$ cat src/rtl/intc_pkg.sv
package intc_pkg;
    typedef enum logic [1:0] {
        WR_ENABLE = 2'd0,
        WR_FLAG   = 2'd1,
        WR_GLOBAL = 2'd2,
        WR_NONE   = 2'd3
    } wr_kind_e;
endpackage

$ cat src/rtl/intc_mask_regs.sv
module intc_mask_regs #(
    parameter int NUM_SRC   = 24,
    parameter int GROUP_W   = 6,
    parameter int GRP_SEL_W = 2
) (
    input  logic                 clk,
    input  logic                 rst_n,
    input  logic                 wr_en,
    input  intc_pkg::wr_kind_e   wr_kind,
    input  logic [GRP_SEL_W-1:0] wr_grp,
    input  logic [GROUP_W-1:0]   wr_data,
    output logic [NUM_SRC-1:0]   src_en,
    output logic                 glb_en
);
    localparam int NUM_GRP = NUM_SRC / GROUP_W;

    typedef struct packed {
        logic [NUM_SRC-1:0] en;
        logic               ga;
    } mask_t;

    mask_t st_d, st_q;

    always_comb begin
        st_d = st_q;
        if (wr_en && wr_kind == intc_pkg::WR_ENABLE) begin
            for (int g = 0; g < NUM_GRP; g++) begin
                if (wr_grp == GRP_SEL_W'(g))
                    st_d.en[g*GROUP_W +: GROUP_W] = wr_data;
            end
        end
        if (wr_en && wr_kind == intc_pkg::WR_GLOBAL)
            st_d.ga = wr_data[0];
    end

    always_ff @(posedge clk or negedge rst_n) begin
        if (!rst_n) st_q <= '0;
        else        st_q <= st_d;
    end

    assign src_en = st_q.en;
    assign glb_en = st_q.ga;


    global_write_chk: assert property (@(posedge clk) disable iff (!rst_n)
        (wr_en && wr_kind == intc_pkg::WR_GLOBAL) |=> (glb_en == $past(wr_data[0])));
endmodule

$ cat src/rtl/intc_pend_bank.sv
module intc_pend_bank #(
    parameter int NUM_SRC   = 24,
    parameter int GROUP_W   = 6,
    parameter int GRP_SEL_W = 2,
    parameter int IDX_W     = 5
) (
    input  logic                 clk,
    input  logic                 rst_n,
    input  logic [NUM_SRC-1:0]   irq_req,
    input  logic                 clr_valid,
    input  logic [IDX_W-1:0]     clr_idx,
    input  logic                 wr_en,
    input  intc_pkg::wr_kind_e   wr_kind,
    input  logic [GRP_SEL_W-1:0] wr_grp,
    input  logic [GROUP_W-1:0]   wr_data,
    output logic [NUM_SRC-1:0]   pend
);
    localparam int NUM_GRP = NUM_SRC / GROUP_W;

    typedef struct packed {
        logic [NUM_SRC-1:0] flag;
    } pend_t;

    pend_t st_d, st_q;

    always_comb begin
        st_d = st_q;
        if (clr_valid)
            st_d.flag[clr_idx] = 1'b0;
        if (wr_en && wr_kind == intc_pkg::WR_FLAG) begin
            for (int g = 0; g < NUM_GRP; g++) begin
                if (wr_grp == GRP_SEL_W'(g))
                    st_d.flag[g*GROUP_W +: GROUP_W] = wr_data;
            end
        end
        st_d.flag = st_d.flag | irq_req;
    end

    always_ff @(posedge clk or negedge rst_n) begin
        if (!rst_n) st_q <= '0;
        else        st_q <= st_d;
    end

    assign pend = st_q.flag;


    req_sets_flag_chk: assert property (@(posedge clk) disable iff (!rst_n)
        (irq_req != '0) |=> ((pend & $past(irq_req)) == $past(irq_req)));


    flag_hold_chk: assert property (@(posedge clk) disable iff (!rst_n)
        (!clr_valid && !wr_en && irq_req == '0) |=> $stable(pend));
endmodule

$ cat src/rtl/intc_prio_pick.sv
module intc_prio_pick #(
    parameter int NUM_SRC = 24,
    parameter int IDX_W   = 5
) (
    input  logic [NUM_SRC-1:0] elig,
    output logic               any,
    output logic [IDX_W-1:0]   idx
);
    always_comb begin
        any = 1'b0;
        idx = '0;
        for (int i = NUM_SRC - 1; i >= 0; i--) begin
            if (elig[i]) begin
                any = 1'b1;
                idx = IDX_W'(i);
            end
        end
    end
endmodule

$ cat src/rtl/prio_vec_intc.sv
module prio_vec_intc #(
    parameter int          NUM_SRC  = 24,
    parameter int          GROUP_W  = 6,
    parameter int          ADDR_W   = 16,
    parameter logic [15:0] VEC_BASE = 16'h0003,
    parameter int          VEC_STEP = 8,
    localparam int NUM_GRP   = NUM_SRC / GROUP_W,
    localparam int GRP_SEL_W = (NUM_GRP > 1) ? $clog2(NUM_GRP) : 1,
    localparam int IDX_W     = (NUM_SRC > 1) ? $clog2(NUM_SRC) : 1
) (
    input  logic                 clk,
    input  logic                 rst_n,
    input  logic [NUM_SRC-1:0]   irq_req,
    input  logic                 instr_end,
    input  logic                 wr_en,
    input  logic [1:0]           wr_kind,
    input  logic [GRP_SEL_W-1:0] wr_grp,
    input  logic [GROUP_W-1:0]   wr_data,
    output logic                 ack_o,
    output logic [ADDR_W-1:0]    vec_o,
    output logic [IDX_W-1:0]     src_o,
    output logic [NUM_SRC-1:0]   pend_o
);
    typedef struct packed {
        logic              ack;
        logic [ADDR_W-1:0] vec;
        logic [IDX_W-1:0]  src;
    } resp_t;

    intc_pkg::wr_kind_e kind;
    logic [NUM_SRC-1:0] src_en, pend_q, elig;
    logic               glb_en, pick_any, accept;
    logic [IDX_W-1:0]   pick_idx;
    resp_t              rsp_d, rsp_q;

    assign kind = intc_pkg::wr_kind_e'(wr_kind);

    intc_mask_regs #(.NUM_SRC(NUM_SRC), .GROUP_W(GROUP_W), .GRP_SEL_W(GRP_SEL_W)) u_mask (
        .clk(clk), .rst_n(rst_n), .wr_en(wr_en), .wr_kind(kind), .wr_grp(wr_grp),
        .wr_data(wr_data), .src_en(src_en), .glb_en(glb_en)
    );

    intc_pend_bank #(.NUM_SRC(NUM_SRC), .GROUP_W(GROUP_W), .GRP_SEL_W(GRP_SEL_W),
                     .IDX_W(IDX_W)) u_pend (
        .clk(clk), .rst_n(rst_n), .irq_req(irq_req), .clr_valid(accept),
        .clr_idx(pick_idx), .wr_en(wr_en), .wr_kind(kind), .wr_grp(wr_grp),
        .wr_data(wr_data), .pend(pend_q)
    );

    assign elig = pend_q & src_en & {NUM_SRC{glb_en}};

    intc_prio_pick #(.NUM_SRC(NUM_SRC), .IDX_W(IDX_W)) u_pick (
        .elig(elig), .any(pick_any), .idx(pick_idx)
    );

    assign accept = instr_end && pick_any;

    always_comb begin
        rsp_d     = rsp_q;
        rsp_d.ack = accept;
        if (accept) begin
            rsp_d.src = pick_idx;
            rsp_d.vec = ADDR_W'(VEC_BASE) + ADDR_W'(VEC_STEP) * ADDR_W'(pick_idx);
        end
    end

    always_ff @(posedge clk or negedge rst_n) begin
        if (!rst_n) rsp_q <= '0;
        else        rsp_q <= rsp_d;
    end

    assign ack_o  = rsp_q.ack;
    assign vec_o  = rsp_q.vec;
    assign src_o  = rsp_q.src;
    assign pend_o = pend_q;


    ack_at_boundary_chk: assert property (@(posedge clk) disable iff (!rst_n)
        ack_o |-> $past(instr_end));


    ack_needs_enable_chk: assert property (@(posedge clk) disable iff (!rst_n)
        ack_o |-> ($past(glb_en) &&
                   ((($past(src_en & pend_q) >> src_o) & NUM_SRC'(1)) != '0)));


    no_stronger_source_chk: assert property (@(posedge clk) disable iff (!rst_n)
        ack_o |-> (($past(elig) & ((NUM_SRC'(1) << src_o) - NUM_SRC'(1))) == '0));


    idle_hold_chk: assert property (@(posedge clk) disable iff (!rst_n)
        !ack_o |-> ($stable(vec_o) && $stable(src_o)));


    winner_cleared_chk: assert property (@(posedge clk) disable iff (!rst_n)
        (ack_o && !$past(wr_en) && ((($past(irq_req) >> src_o) & NUM_SRC'(1)) == '0))
        |-> (((pend_o >> src_o) & NUM_SRC'(1)) == '0));
endmodule

$ cat config.mk
export PLATFORM = sky130hd
export DESIGN_NAME = prio_vec_intc
export DESIGN_NICKNAME = d
export VERILOG_FILES = /design/src/rtl/intc_pkg.sv /design/src/rtl/intc_mask_regs.sv /design/src/rtl/intc_pend_bank.sv /design/src/rtl/intc_prio_pick.sv /design/src/rtl/prio_vec_intc.sv
export SDC_FILE = /design/constraint.sdc
export NUM_CORES = 1
export LEC_CHECK = 0
export BUFFER_PORTS_ARGS = -buffer_cell sky130_fd_sc_hd__clkbuf_2
export CORE_MARGIN = 4
export CORE_UTILIZATION = 54
export CTS_BUF_LIST = sky130_fd_sc_hd__clkbuf_8
export CTS_CLUSTER_DIAMETER = 40
export DETAILED_ROUTE_END_ITERATION = 16
export PLACE_DENSITY = 0.81
export SLEW_MARGIN = 15
export SYNTH_ARGS = -nofsm -noshare
export SYNTH_HDL_FRONTEND = slang
export SYNTH_HIERARCHICAL = 1
export SYNTH_SLANG_ARGS = --single-unit
$ cat constraint.sdc
create_clock -name clk -period 3.7 [get_ports clk]
set_clock_uncertainty 0.1 [all_clocks]
set_input_delay 0.555 -clock clk [delete_from_list [all_inputs] [get_ports clk]]
set_output_delay 0.555 -clock clk [all_outputs]
set_load 0.005 [all_outputs]
==> flow_metrics.tcl <==
set metrics [dict create \
    p_sw_uw 658 \
    avgSynthCellArea_um2 11.1 \
    synth_edf_count 0 \
    syn_area_mm2 0.00303 \
    htreeDepth 2 \
    p_int_uw 1190 \
    relSlewSlack_pct 52.5 \
    hold_viol 0 \
    worstSetupPathType "flop to flop" \
    die-width_um 82.9 \
    synth_compound_area_share_pct 17.0 \
    synthAdderAreaFrac_pct 0 \
    cts_buffers 5 \
    seqPwrFrac_pct 43.9 \
    viasPerCell 6.23 \
    vias 2579 \
    switching_share_pct 35.5 \
    tritoncts "done" \
    fin_ws_ns 0.455 \
    slowest_delay_ns 0.61 \
    ys.flop_type "dfrtp_1" \
    yosysTopAreaCell "dfrtp_1" \
    core_area_mm2 0.00547 \
    status "finished clean" \
    synthTopCellsByArea "dfrtp_1 (46%), mux2_2 (11%), and3_1 (5.2%)" \
    hpwl_um 6160 \
    multi_input_area_mm2 0.00146 \
    combPwrFrac_pct 38.0 \
    drc 0 \
    dieArea_mm2 0.00687 \
    syn_to_final_growth_pct 13.9 \
    synth_mux_area_share_pct 11.2 \
    n_antenna_cell 0 \
    fmaxAchievable_ghz 0.308 \
    std_cell_rows 27 \
    grt_pass1_wl_um 13200 \
    gr-total-overflow 0 \
    totalWireLength_um 8190 \
    drive_gt1_share_pct 37.1 \
    portBuffers 74 \
    cp_slowest_cell "dfrtp_1" \
    routedWlPerCell_um 19.8 \
    fin_crit_ns 3.24 \
    setup_violations 0 \
    synth_common_cells "dfrtp_1 (56), mux2_2 (30), and3_1 (25)" \
    syn_inst 274 \
    crit_path_cell_trace "and3_1, or4_4, o21ai_1, nand2_1, a21boi_1, and3b_1, a22oi_1, a221o_1" \
    worstPathArrival_ns 3.34 \
    rsz0062_at_grt "false" \
    synth_xor_area_share_pct 0 \
    fin_tns_setup_ns 0 \
    p_leak_uw 0.00154 \
    fp.dieH_um 82.9 \
    nFillCells 477 \
    finalMaxSlewViolations 0 \
    post_cts.repair.setup_buffers 0 \
    dp_slack_ns 0.358 \
    initial_core_util_pct 55.3 \
    fin_nets 379 \
    drt_pass1_iterations 4 \
    synth-seq-area-share_pct 46.3 \
    cts-root-buf "clkbuf_8" \
    drt_iter0_drc 196 \
    vdd_ir_drop_max_uv 233 \
    ant_nets 0 \
    register_area_mm2 0.00140 \
    grt_pass1_vias 2579 \
    ys_types 50 \
    ys_seq_elements 56 \
    total_power_uw 1850 \
    maxCapViolations 0 \
    clk_latency_ns 0.31 \
    track_usage_pct 24.0 \
    critPathRequiredTime_ns 3.80 \
    power_density_mw_per_mm2 537 \
    grt_start_max_net_pins 26 \
    ys_warn_count 6 \
    synth_async_sr_flop_share_pct 100 \
    synth_top_family_by_area "simple AND/OR/NAND/NOR gates" \
    synth_top_area_share_pct 46.3 \
    cp-start-kind "flop" \
    antenna_found_initial 0 \
    io_pins 84 \
    worstSetupEndpointType "flop" \
    cts.clk_slew.worst_paths_ns 0.09 \
    synth_most_common_cell "dfrtp_1" \
    worst_pin_slew_ns 0.713 \
    finalCritPeriodShare_pct 87.7 \
    clockPowerShare_pct 18.1 \
    cts_buffer_depth 2 \
    synth-simple-area-share_pct 18.8 \
    globalplace.congestion 0.884 \
    min_path_type "input port to async pin" \
    cts_sinks 56 \
    crit_path_max_fanout 25 \
]
-- final timing paths --
| check | startpoint | to | slack [ns] | depth (start not counted) |
|---|---|---|---|---|
| max | u_mask/glb_en | u_pend/pend[14] | 0.46 | 8 |
| min | rst_n | u_pend/pend[2] | 0.12 | 1 |
| max reg2reg | u_mask/glb_en | u_pend/pend[14] | 0.46 | 8 |
| min reg2reg | vec_o[1] | vec_o[1] | 0.40 | 1 |
| max in group asynchronous | rst_n | u_mask/src_en[23] | 2.73 | 2 |
| min in group clk | irq_req[12] | u_pend/pend[12] | 0.34 | 2 |
-- stage by stage --
step	hold WS, ns	utilization (%)	area, um2	cells
6_report	0.120	63.1	3450	414
5_1_grt	0.155	63.1	3450	414
4_1_cts	0.124	63.0	3450	414
3_5_place_dp	0.380	61.3	3360	406
3_3_place_gp	0.377	61.3	3360	406
2_1_floorplan	0.159	-	3060	282
-- layout by cell type (no fill, tap or decap), types with 2 or more instances in the layout --
master and count:
a221o_1 12, a22oi_1 12, a31oi_1 12, and2_1 2, and3_1 25, and3b_1 4, buf_4 3, clkbuf_2 74
clkbuf_8 6, conb_1 9, dfrtp_1 56, inv_1 6, mux2_2 30, nand2_1 5, nand3b_1 3, nor2_1 8
nor2b_1 3, nor3_1 4, nor3b_2 2, nor4_1 6, nor4b_2 2, o211ai_1 2, o21ai_0 24, o21ai_1 3
o21bai_1 3, or3_1 2, or3b_2 2
-- power by group through the flow --
| stage | Combinational (uW) | Sequential [uW] | Clock, uW |
|---|---|---|---|
| after floorplan | 486 | 798 | 0 |
| after global placement | 668 | 820 | 0 |
| after detailed placement | 689 | 825 | 0 |
| after CTS | 692 | 812 | 342 |
| after global routing | 773 | 829 | 363 |
| final | 703 | 813 | 336 |
-- repair_timing --
| action | CTS | global route |
|---|---|---|
| gates resized for setup | 0 | 1 |
| setup endpoints to repair | 0 | 1 |
| hold buffers | 0 | 0 |
-- per-layer routing --
metal  track usage, %  part of all wire, %  routed length, um
met3             5.65                  7.9                643
met2             38.3                   47               3840
met5                0                    0                  0
met1             31.9                   43               3510
met4             8.77                  2.4                195
-- cell families (layout without fill, tap and decap cells) --
group	after synthesis	after routing
simple gates	83	83
compound gates	75	75
flops	56	56
mux	30	30
buf+inv	29	89
other cells	1	9
-- worst max-delay path, delay by kind of cell, from the launching register on --
| kind | cells | cell delay [ns] |
|---|---|---|
| flops | 1 | 0.61 |
| compound gates | 4 | 1.12 |
| simple gates | 4 | 1.30 |
-- final cells by class --
type | instances | area share, %
clock buffer | 6 | 2.39
clock inverter | 2 | 0.218
inverter | 4 | 0.435
multi-input combinational | 197 | 42.3
sequential | 56 | 40.6
tap | 72 | 2.61
timing repair buffer | 77 | 11.4
-- state kept, by name, indices dropped and copies added, names as in the netlist --
signal         count
vec_o              2
src_o              4
ack_o              1
u_mask/glb_en      1
u_mask/src_en     24
u_pend/pend       24
Power figures use the tool's default switching activity.
